===== src/rtl/xbus_strobe.sv =====
module xbus_strobe #(
  parameter int CYC_LEN  = 12,
  parameter int ALE_W    = 2,
  parameter int PSEN_OFS = 3,
  parameter int PSEN_W   = 3
) (
  input  logic clk,
  input  logic rst,
  input  logic xdata_cyc,
  input  logic xfer_instr,
  input  logic ext_fetch,
  input  logic cfg_we,
  input  logic cfg_ale_off,
  output logic ale,
  output logic psen_n
);
  localparam int PW = $clog2(CYC_LEN);
  localparam logic [PW-1:0] LAST   = PW'(CYC_LEN - 1);
  localparam logic [PW-1:0] HALFV  = PW'(CYC_LEN / 2);
  localparam logic [PW-1:0] ALE_E  = PW'(ALE_W);
  localparam logic [PW-1:0] PS_B   = PW'(PSEN_OFS);
  localparam logic [PW-1:0] PS_E   = PW'(PSEN_OFS + PSEN_W);

  logic [PW-1:0] ph, ph_nxt, pos_nxt;
  logic          ale_off, ale_off_nxt;
  logic          dmem_q, ok_q, fetch_q;
  logic          dmem_nxt, ok_nxt, fetch_nxt, upper_nxt, boundary;

  assign boundary    = (ph == LAST);
  assign ph_nxt      = boundary ? '0 : ph + PW'(1);
  assign ale_off_nxt = cfg_we ? cfg_ale_off : ale_off;

  assign dmem_nxt  = boundary ? xdata_cyc : dmem_q;
  assign fetch_nxt = boundary ? ext_fetch : fetch_q;
  assign ok_nxt    = boundary ? (!ale_off || xfer_instr || ext_fetch) : ok_q;

  assign upper_nxt = (ph_nxt >= HALFV);
  assign pos_nxt   = upper_nxt ? ph_nxt - HALFV : ph_nxt;

  always_ff @(posedge clk) begin
    if (rst) begin
      ph      <= LAST;
      ale_off <= 1'b0;
      dmem_q  <= 1'b0;
      ok_q    <= 1'b0;
      fetch_q <= 1'b0;
      ale     <= 1'b0;
      psen_n  <= 1'b1;
    end else begin
      ph      <= ph_nxt;
      ale_off <= ale_off_nxt;
      dmem_q  <= dmem_nxt;
      ok_q    <= ok_nxt;
      fetch_q <= fetch_nxt;
      ale     <= ok_nxt && (pos_nxt < ALE_E) && !(upper_nxt && dmem_nxt);
      psen_n  <= !(fetch_nxt && !dmem_nxt && (pos_nxt >= PS_B) && (pos_nxt < PS_E));
    end
  end
endmodule


===== config.mk =====
export PLATFORM = sky130hd
export DESIGN_NAME = xbus_strobe
export DESIGN_NICKNAME = d
export VERILOG_FILES = /design/src/rtl/xbus_strobe.sv
export SDC_FILE = /design/constraint.sdc
export NUM_CORES = 1
export LEC_CHECK = 0
export ABC_AREA = 1
export ABC_CLOCK_PERIOD_IN_PS = 4600
export BUFFER_PORTS_ARGS = -buffer_cell sky130_fd_sc_hd__clkbuf_2
export CAP_MARGIN = 20
export CORE_AREA = 2 2 39 41
export DETAILED_ROUTE_END_ITERATION = 16
export DIE_AREA = 0 0 41 43
export MAX_ROUTING_LAYER = met4
export PLACE_DENSITY = 0.7
export SYNTH_ARGS = -nofsm -noshare
export SYNTH_HDL_FRONTEND = slang
export SYNTH_SLANG_ARGS = --single-unit

===== constraint.sdc =====
create_clock -name clk -period 4.6 [get_ports clk]
set_input_delay 0 -clock clk [delete_from_list [all_inputs] [get_ports clk]]
set_output_delay 0 -clock clk [all_outputs]
set_load 0.01 [all_outputs]

---- Yosys cells after proc, flatten, opt, wreduce, memory -nomap -nowiden ----
Index checks and enable logic that the tools add are counted.
storage, ports and cells
  register bits ........................... 10
  bits in latches ......................... 0
  RAM bits ................................ 0
  ROM bits ................................ 0
  input bits .............................. 7
  output and inout port bits .............. 2
  word-level logic and storage cells ...... 31
  memories ................................ 0
operators by class
  $add $sub $neg .......................... 2
  multipliers ............................. 0
  divide/modulo/power cells ............... 0
  $lt $le $gt $ge ......................... 4
  eq/ne operators ......................... 1
  shift-type cells ........................ 0
  multiplexer cells ....................... 5
  bitwise gates (word level) .............. 0
  reduce and logical (&&, ||, !) cells .... 12
operators by type and width
  operator             count
  $mux 4               2
  $logic_and 1x1->1    6
  $add 4x1->4 const B  1
  $eq 4x4->1 const B   1
  $ge 4x2->1 const B   1
  $ge 4x3->1 const B   1
  $logic_not 1->1      4
  $lt 4x2->1 const B   1
  $lt 4x3->1 const B   1
  $sub 4x3->4 const B  1
  $mux 1               3
  $logic_or 1x1->1     2

---- Logic depth before layout (Yosys ltp) ----
Gate-level depths: netlist (run 1).
  depth after elaboration ................. 8
  gate-level depth with buffers ........... 14
  depth with buffers taken out ............ 14

---- Worst setup path after synthesis (run 1) ----
No wires, ideal clock.
  kind .................................... register -> register
  start ................................... reg ph[0]
  end ..................................... reg psen_n
  setup time .............................. 0.058 ns
  arrival ................................. 1.587 ns
  data required time ...................... 4.542 ns
  slack ................................... 2.955 ns
  cell stages (with the launch flop) ...... 15
  buffers on the path ..................... 0
  period minus slack after synthesis ...... 1.645 ns
  path through ............................ dfxtp_1 ha_1 inv_1 nand2_1 nand2_2 nand2_2 inv_1 ha_1 inv_1 nand4_1 o21ai_2 nor2_1 nand2_1 nand2_1 nand2_1
between the ends
  longest elaborated chain between the ends .. 8
  elaborated cells on any way between the ends .. 15
  those cells by class .................... 2 x add/sub; 3 x order compare; 1 x eq/ne; 4 x mux; 5 x reduce/logical
RTL lines
  what                                       line    text
  start, declared                            24      logic [PW-1:0] ph, ph_nxt, pos_nxt;
  start signal, assigned                     50      ph <= ph_nxt;
  $add 4x1->4 or $eq 4x4->1 (tied branches)  30, 29
  $mux 4 (*)                                 30      assign ph_nxt = boundary ? '0 : ph + PW'(1);
  named net ph_nxt[2]                        24
  $sub 4x3->4 or $ge 4x3->1 (tied branches)  38, 37
  $mux 4 (*)                                 38      assign pos_nxt = upper_nxt ? ph_nxt - HALFV : ph_nxt;
  $ge 4x2->1                                 56      psen_n <= !(fetch_nxt && !dmem_nxt && (pos_nxt >= PS_B) && (pos_nxt < PS_E));
  $logic_and 1x1->1                          56
  $logic_and 1x1->1 (*)                      56
  $logic_not 1->1 (*)                        56
  end signal, assigned                       56
  end, declared                              15      output logic psen_n
The timed path passes the listed nets; every way through them passes the cells marked *.
A chain may end at the register's enable or synchronous reset.

---- Final worst setup path (run 1) ----
  start ................................... reg ph[0]
  end ..................................... reg ale
between the ends
  longest elaborated chain between the ends .. 7
  elaborated cells on any way between the ends .. 13
  those cells by class .................... 2 x add/sub; 2 x order compare; 1 x eq/ne; 4 x mux; 4 x reduce/logical
RTL lines
  what                                       line    text
  $add 4x1->4 or $eq 4x4->1 (tied branches)  30, 29
  $mux 4 (*)                                 30
  named net ph_nxt[2]                        24
  $sub 4x3->4 or $ge 4x3->1 (tied branches)  38, 37
  $mux 4                                     38
  $lt 4x2->1                                 55      ale <= ok_nxt && (pos_nxt < ALE_E) && !(upper_nxt && dmem_nxt);
  $logic_and 1x1->1                          55
  $logic_and 1x1->1 (*)                      55
  end signal, assigned                       55
  end, declared                              14      output logic ale,
Marks and branches as above.

==> impl_results.md, run 1 <==
- # port buffers: 8
- Synth Cell Area: between 600 and 700 sq um
- Min Tclk post-route: roughly 2.1 ns
- Clock skew: between 0.0009 and 0.001 ns
- Worst R2R Path Depth: 12
- Hold Crit Depth: 3
- Syn_nets: roughly 100
- First-pass detailed-route iteration total: 2
- Area Growth Syn to Fin: 17.9%
- Core area: around 0.0014 sq mm
- First DRT Iteration DRCs: 8
- Largest net degree at the start of global routing: 12
- Vias in the first global route: 523
- Die width: roughly 41 um
- Yosys reg bits: 10
- Synth Area per Inst: 7.07 sq um
- Asr flop ratio synth: 0
- Primary FF master, synth: dfxtp_1
- Layout cells sized above 1: 0.252
- Final Hold Violating Endpoints: 0
- WL/cell: approximately 9.4 um
- Synth top area cells: dfxtp_1, nand2_1, inv_1, nor2_1, ha_1
- RSZ-0062 raised after global routing: false
- Total number of yosys warnings: 0
- CP endpoint kind: flop
- GP Congestion: approximately 0.74
- Clock transition at path regs: roughly 0.060 ns
- CP max FO: 11
- H-tree depth: 1
- DIE AREA: approximately 0.0018 sq mm
- Post-synth top area share: 0.308
- CTS sink cnt: 10
- WL final: approximately 1.2 mm
- Area after DPL: between 600 and 700 sq um
- Status: finished clean
- Worst skew pair latency: between 0.2 and 0.3 ns
- Final ANT Viol Nets: 0
- Clk root buf: clkbuf_4
- Hold path endpoint: fetch_q
- Post-CTS Resized: 0
- Final Setup Violations: 0
- Critical path class: reg2reg
- PD cells: between 500 and 600 mW/mm^2
- Commonest cells in the synthesized netlist: nand2_1, inv_1, nor2_1
- Min setup slack post-route: 2.52 ns
- # rows: 14
- I/O pin count: 9
- # DRC: 0
- Slew Viols, Final: 0
- Unique masters post-synth: 18
- Setup TNS: 0 ns
- Initial antenna violation count: 0
- TritonCTS clock tree: done
- Period utilization: 0.452
- Worst-Margin Slew: approximately 0.32 ns
- Sequential area share after synthesis: 0.308
- GRT Total Usage: 0.170
- FF-to-FF Start: ph[0]
- Synthesized netlist cell count: a little over 90
- Post-DP HPWL: 895 um
- Grt ovf: 0
- HP Class: in2reg
- Count leader, synth: nand2_1
- Longest Clk Path Bufs: 2
- Area leader, netlist: dfxtp_1
- Die H: ~43 um
- Finished Cell Area: 767 sq um
- Static Leak: about 0.41 nW
- Reg2reg end: ale
- Critical path startpoint category: flop
- Vias post-DR: between 500 and 600
- Pre-CTS setup slack: ~2.5 ns
- Num CTS Buffers: 3
- Via density: between 4 and 5
- Hold Crit Start: ext_fetch
- VDD IR max: 0.000251 V
- Post-CTS setup buffers: 0
- Max-cap check violation count: 0
- Slew HR: 0.787
- Wire length of the first global-routing pass: around 2 mm
- Ant diodes: 0
- Fmax: 481 MHz
- EDFF count, synth: 0
- Initial Utilization: 0.470
- CP arrival: 2.29 ns
- R2R Setup Slk: ~2.5 ns
- Nets@finish: 118
- Worst EP required: 4.81 ns
## worst max path at each step
| stage | from | to | slack [ns] |
|---|---|---|---|
| floorplan | ph[0] | psen_n | 2.95 |
| global placement | ph[0] | ale | 2.57 |
| detailed placement | ph[0] | ale | 2.52 |
| CTS | ph[0] | ale | 2.51 |
| global route | ph[0] | ale | 2.27 |
| finish | ph[0] | ale | 2.52 |
## power by group
part / leakage (nW) / switching [mW] / total, mW / internal [mW]
combinational: 0.308 / 0.142 / 0.225 / 0.0831
clock: 0.0210 / 0.0289 / 0.0769 / 0.0480
sequential: 0.0827 / 0.0124 / 0.118 / 0.106
total: 0.412 / 0.183 / 0.420 / 0.237
## what timing repair did
action | in CTS | in global routing
endpoints found under the setup margin | 0 | 0
hold buffers | 3 | 1
hold endpoints to repair | 3 | 1
## metal layers
| layer | up-vias | global-route usage | wire length, um | part of all wire |
|---|---|---|---|---|
| met5 | - | - | 0 | 0 |
| met4 | 0 | 0.0800 | 11 | 0.0096 |
| met3 | 2 | 0.0314 | 28 | 0.024 |
| met2 | 9 | 0.278 | 596 | 0.52 |
| met1 | 256 | 0.188 | 514 | 0.45 |
| li1 | 320 | - | - | - |
## cell families after synthesis
| group | share of synthesized area |
|---|---|
| simple gates | 0.427 |
| buf+inv | 0.129 |
| flops | 0.308 |
| compound gates | 0.0788 |
| fa+ha+maj | 0.0577 |
## layout make-up
type | count | area [sq um]
fillers | 139 | 617
multi-input cells | 64 | 367
flip-flops and latches | 10 | 200
repair buffers | 12 | 80.1
inverters | 17 | 63.8
clock buffers | 4 | 36.3
well taps | 16 | 20.0
## cell usage in the layout, fill, tap and decap left out
| cell type | n |
|---|---|
| nand2_1 | 22 |
| inv_1 | 16 |
| nor2_1 | 11 |
| dfxtp_1 | 10 |
| clkbuf_2 | 8 |
| nand2_2 | 6 |
| nand3_1 | 5 |
| dlygate4sd3_1 | 4 |
| o21ai_1 | 3 |
| nand4_1 | 3 |
| ha_1 | 3 |
| clkbuf_4 | 3 |
| nand3_2 | 2 |
| nand3_4 | 2 |
| o21ai_2 | 2 |
| a21oi_1 | 2 |
| inv_2 | 1 |
| nor3_1 | 1 |
| nor3b_2 | 1 |
| a21oi_2 | 1 |
| clkbuf_8 | 1 |
## worst max-delay path: stages, from the launching register on
cell,delay (ns)
dfxtp_1,0.42
ha_1,0.25
nand3_2,0.30
nand2_2,0.21
inv_1,0.07
ha_1,0.19
inv_1,0.05
nand4_1,0.13
o21ai_2,0.17
nor2_1,0.06
nand2_1,0.06
nand2_1,0.06
inv_1,0.05
## stage by stage
stage,utilization,power [mW],hold slack (ns),cells
3_3_place_gp,0.499,0.341,0.211,115
3_5_place_dp,0.499,0.343,0.216,115
2_1_floorplan,-,0.316,0.0724,92
4_1_cts,0.547,0.424,0.00278,122
6_report,0.554,0.420,0.0656,123
5_1_grt,0.554,0.459,0.0793,123
## flip-flops by register name (all words and copies together), names as in the netlist
register	cells
dmem_q	1
ale_off	1
ph	4
fetch_q	1
ale	1
psen_n	1
ok_q	1
Note: power is estimated with default switching activity, not from simulation.
==> run 2: changes to the inputs <==
ABC_CLOCK_PERIOD_IN_PS = 2100   (was 4600)
clock period = 2.1 ns   (was 4.6 ns; I/O delays follow)
==> impl_results.md, run 2 (synthesis results as in run 1) <==
- Slew Viols, Final: 0
- Top layer in use: met4
- Finished Cell Area: approximately 760 sq um
- Layout cells sized above 1: 0.262
- Vias post-DR: between 500 and 600
- Non-Filler Instances: ~120
- Hold Crit Start: xdata_cyc
- DIE AREA: about 0.0018 sq mm
- Wire length of the first global-routing pass: 1.87 mm
- GRT Total Usage: 0.161
- Fmax: about 550 MHz
- Clock skew: just over 0.0008 ns
- Post-CTS setup buffers: 0
- M1 WL: approximately 500 um
- Min setup slack post-route: approximately 0.27 ns
- WP buf/inv: 3
- Reg with most FFs: ph
- CP peak stage delay: between 0.4 and 0.5 ns
- Nets@finish: around 120
- Clock transition at path regs: roughly 0.070 ns
- Period utilization: 0.871
- Static Leak: 0.413 nW
- # rows: 14
- WL met3: 36 um
- First DRT Iteration DRCs: 13
- Via density: around 4.8
- Worst EP required: roughly 2.3 ns
- Worst R2R Path Depth: 14
- I/O pin count: 9
- CTS sink cnt: 10
- First-pass detailed-route iteration total: 4
- WL/cell: between 9 and 10 um
- FF-to-FF Start: ph[0]
- Min Tclk post-route: ~1.8 ns
- HP Class: in2reg
- Worst skew pair latency: approximately 0.26 ns
- Area Growth Syn to Fin: 17.5%
- Clk root buf: clkbuf_4
- R2R Setup Slk: 0.27 ns
- # DRC: 0
- Ant diodes: 0
- Most used cell, CP: nand2_1
- # port buffers: 8
- Initial antenna violation count: 0
- Vias in the first global route: around 480
- Critical path depth: 14
- Longest Clk Path Bufs: 2
- Largest net degree at the start of global routing: 11
- Placed cell count: between 100 and 150
- Num CTS Buffers: 3
- Final Hold Violating Endpoints: 0
- Area after DPL: 698 sq um
- Worst-Margin Slew: roughly 0.21 ns
- Setup TNS: 0 ns
- TritonCTS clock tree: done
- Final Setup Violations: 0
- Hold Crit Depth: 3
- Critical path class: reg2reg
- Pre-CTS setup slack: ~0.28 ns
- Most frequent cells in the layout: nand2_1, inv_1, nor2_1
- Most common cell after layout, fill and taps aside: nand2_1
- Crit-path cells: ha_1, inv_1, nand2_1, nand2_2, nand2_2, inv_1, ha_1, inv_1, nand4_1, o21ai_2, nor2_1, nand2_1, nand2_1, nand2_1
- Grt ovf: 0
- Slowest-stage cell, CP: dfxtp_1
- CP max FO: 6
- Final ANT Viol Nets: 0
- Status: finished clean
- WL final: about 1.2 mm
- CP arrival: a little over 2 ns
- RSZ-0062 raised after global routing: false
- GP Congestion: approximately 0.81
- H-tree depth: 1
- Post-DP HPWL: approximately 910 um
- Final Core Density: 0.552
- Slew HR: 0.863
- Die H: 43 um
- CP endpoint kind: flop
- Met2 wire length: between 600 and 700 um
- Crit path max-delay family: simple AND/OR/NAND/NOR gates
- Critical path startpoint category: flop
- Max-cap check violation count: 0
- CP Launch Point: ph[0]
- Initial Utilization: 0.470
- Max reg flops: 4
- Core area: 0.00138 sq mm
- VDD IR max: a little under 0.0006 V
- PD cells: 1230 mW/mm^2
- Die width: 41 um
-- run 2: where the power goes --
part	internal [mW]	total (mW)	leakage (nW)	switching (mW)
Sequential	0.232	0.261	0.0827	0.0290
Combinational	0.190	0.505	0.309	0.316
Clock	0.105	0.171	0.0210	0.0659
Total	0.527	0.937	0.413	0.411
-- run 2: cell type report --
| type | count | area, sq um |
|---|---|---|
| fill | 134 | 619 |
| multi-input combinational | 64 | 367 |
| sequential | 10 | 200 |
| timing repair buffer | 12 | 77.6 |
| inverter | 17 | 63.8 |
| clock buffer | 4 | 36.3 |
| tap | 16 | 20.0 |
-- run 2: worst paths after layout --
| path | end |
|---|---|
| worst min-delay path | dmem_q |
| worst max register to register | psen_n |
| worst max-delay path | psen_n |
| worst min register to register | fetch_q |
-- run 2: routing by layer --
metal | vias up | global-route usage
met5 | - | -
met4 | 0 | 0.100
met3 | 2 | 0.0157
met2 | 11 | 0.244
met1 | 252 | 0.194
li1 | 320 | -
-- run 2: per-stage QoR --
stage                     total power [mW]  hold WS [ns]
final                                0.937       0.00239
after global routing                  1.02       0.00147
after CTS                            0.943       0.00533
after detailed placement             0.764         0.219
after global placement               0.755         0.213
after floorplan                      0.693        0.0724
-- run 2: repair_timing --
| action | CTS | global route |
|---|---|---|
| resized for setup | 0 | 0 |
| hold buffers | 3 | 0 |
| endpoints found under the hold margin | 3 | 0 |
-- run 2: worst min-delay path: stages --
cell,delay (ns)
clkbuf_2,0.09
o21ai_2,0.07
nor2_1,0.07
==> run 3: changes to the inputs <==
--- a/config.mk
+++ b/config.mk
@@ -14,2 +14,3 @@
 export DIE_AREA = 0 0 41 43
+export GPL_TIMING_DRIVEN = 1
 export MAX_ROUTING_LAYER = met4
==> constraint.sdc (replaced) <==
create_clock -name clk -period 2.1 [get_ports clk]
set_input_delay 0.105 -clock clk [delete_from_list [all_inputs] [get_ports clk]]
set_output_delay 0.105 -clock clk [all_outputs]
set_load 0.01 [all_outputs]
==> impl_results.md, run 3 (synthesis results as in run 1) <==
- Final Hold Violating Endpoints: 0
- Vias in the first global route: 455
- GRT Total Usage: 0.153
- Sequential share of power: 0.280
- Vias post-DR: approximately 580
- Min Tclk post-route: between 1.5 and 2 ns
- Worst skew pair latency: approximately 0.26 ns
- Post-CTS setup buffers: 0
- Critical path class: reg2reg
- # port buffers: 8
- Nets@finish: 115
- Worst-Margin Slew: 0.206 ns
- Layout cells sized above 1: 0.269
- Post-DP HPWL: just over 900 um
- Most common cell after layout, fill and taps aside: nand2_1
- Initial Utilization: 0.470
- Placed cell count: approximately 120
- Hold Crit Depth: 2
- Sw Ratio: 0.439
- Slowest-stage cell, CP: dfxtp_1
- Initial antenna violation count: 0
- Area Growth Syn to Fin: 12.9%
- Reg2reg end: psen_n
- Core area: 0.00138 sq mm
- Combinational Power Share: 0.536
- Grt ovf: 0
- Critical path depth: 14
- Crit-path cells: ha_1, inv_1, nand2_1, nand2_2, nand2_2, inv_1, ha_1, inv_1, nand4_1, o21ai_2, nor2_1, nand2_1, nand2_1, nand2_1
- Clock transition at path regs: around 0.070 ns
- Clk pwr share: 0.183
- Via density: a little under 5
- Final Setup Violations: 0
- DIE AREA: between 0.0015 and 0.002 sq mm
- First-pass detailed-route iteration total: 4
- RSZ-0062 raised after global routing: false
- # rows: 14
- Max reg flops: 4
- Status: finished clean
- Critical path startpoint category: flop
- CP peak stage delay: ~0.43 ns
- Reg with most FFs: ph
- Internal power: between 500 and 600 uW
- # DRC: 0
- Crit path max-delay family: simple AND/OR/NAND/NOR gates
- Num CTS Buffers: 3
- Most used cell, CP: nand2_1
- H-tree depth: 1
- WL/cell: between 9 and 10 um
- Psw: a little over 400 uW
- CP endpoint kind: flop
- GP Congestion: between 0.8 and 0.9
- VDD IR max: slightly below 0.0006 V
- Non-Filler Instances: 120
- PD cells: ~1300 mW/mm^2
- WP buf/inv: 3
- Worst R2R Path Depth: 14
- Static Leak: about 0.4 nW
- Hold Crit Start: rst
- Final ANT Viol Nets: 0
- CP arrival: about 2.0 ns
- Worst EP required: 2.31 ns
- R2R Setup Slk: roughly 0.27 ns
- Ant diodes: 0
- Slew Viols, Final: 0
- Most frequent cells in the layout: nand2_1, inv_1, nor2_1
- Slew HR: 0.863
- Fmax: around 550 MHz
- First DRT Iteration DRCs: 13
- CP max FO: 6
- I/O pin count: 9
- Max-cap check violation count: 0
- Longest Clk Path Bufs: 2
- TritonCTS clock tree: done
- Wire length of the first global-routing pass: roughly 1.8 mm
- Period utilization: 0.870
- Largest net degree at the start of global routing: 11
- Setup TNS: 0 ns
- Clk root buf: clkbuf_4
- Post-CTS Resized: 0
- WL final: around 1.1 mm
- FF-to-FF Start: ph[0]
- Die width: between 40 and 50 um
- Clock skew: between 0.0003 and 0.0004 ns
- Design Power: 931 uW
- CTS hold repair buffers: 0
- Die H: between 40 and 50 um
- CTS sink cnt: 10
- HP Class: in2reg
- Hold path endpoint: ph[2]
[run 3: changes by cell type in the layout (fill, tap and decap cells not counted)]
| cell | change |
|---|---|
| dlygate4sd3_1 | -3 |
[run 3: worst max path at each step]
stage,slack (ns),endpoint,from
2_1_floorplan,0.45,psen_n,ph[0]
3_3_place_gp,0.31,psen_n,ph[0]
3_5_place_dp,0.28,ale,ph[0]
4_1_cts,0.27,ale,ph[0]
5_1_grt,0.07,ale,ph[0]
6_report,0.27,psen_n,ph[0]
[run 3: power by group through the flow]
stage / Clock [mW] / Sequential (mW) / Combinational (mW)
detailed placement: 0 / 0.265 / 0.499
floorplan: 0 / 0.263 / 0.430
finish: 0.171 / 0.261 / 0.499
CTS: 0.176 / 0.260 / 0.503
global route: 0.186 / 0.264 / 0.563
global placement: 0 / 0.262 / 0.493
[run 3: layer usage]
metal  vias up  share of wire  GRT usage
li1        314              -          -
met1       248           0.45      0.191
met2        13           0.51      0.225
met3         2          0.038     0.0157
met4         0         0.0081      0.100
met5         -              0          -
[run 3: through the flow]
| step | utilization | hold slack, ns | area (sq um) | worst slack (ns) |
|---|---|---|---|---|
| finish | 0.531 | 0.0466 | 734 | 0.272 |
| global route | 0.531 | 0.0417 | 734 | 0.0731 |
| CTS | 0.531 | 0.0437 | 734 | 0.265 |
| detailed placement | 0.505 | 0.324 | 698 | 0.280 |
| global placement | 0.505 | 0.318 | 698 | 0.310 |
| floorplan | - | 0.177 | 651 | 0.455 |
[run 3: final cells by class]
| class | count | area, sq um |
|---|---|---|
| fillers | 136 | 649 |
| inverters | 17 | 63.8 |
| multi-input cells | 64 | 367 |
| well taps | 16 | 20.0 |
| clock buffers | 4 | 36.3 |
| repair buffers | 9 | 47.5 |
| flip-flops and latches | 10 | 200 |
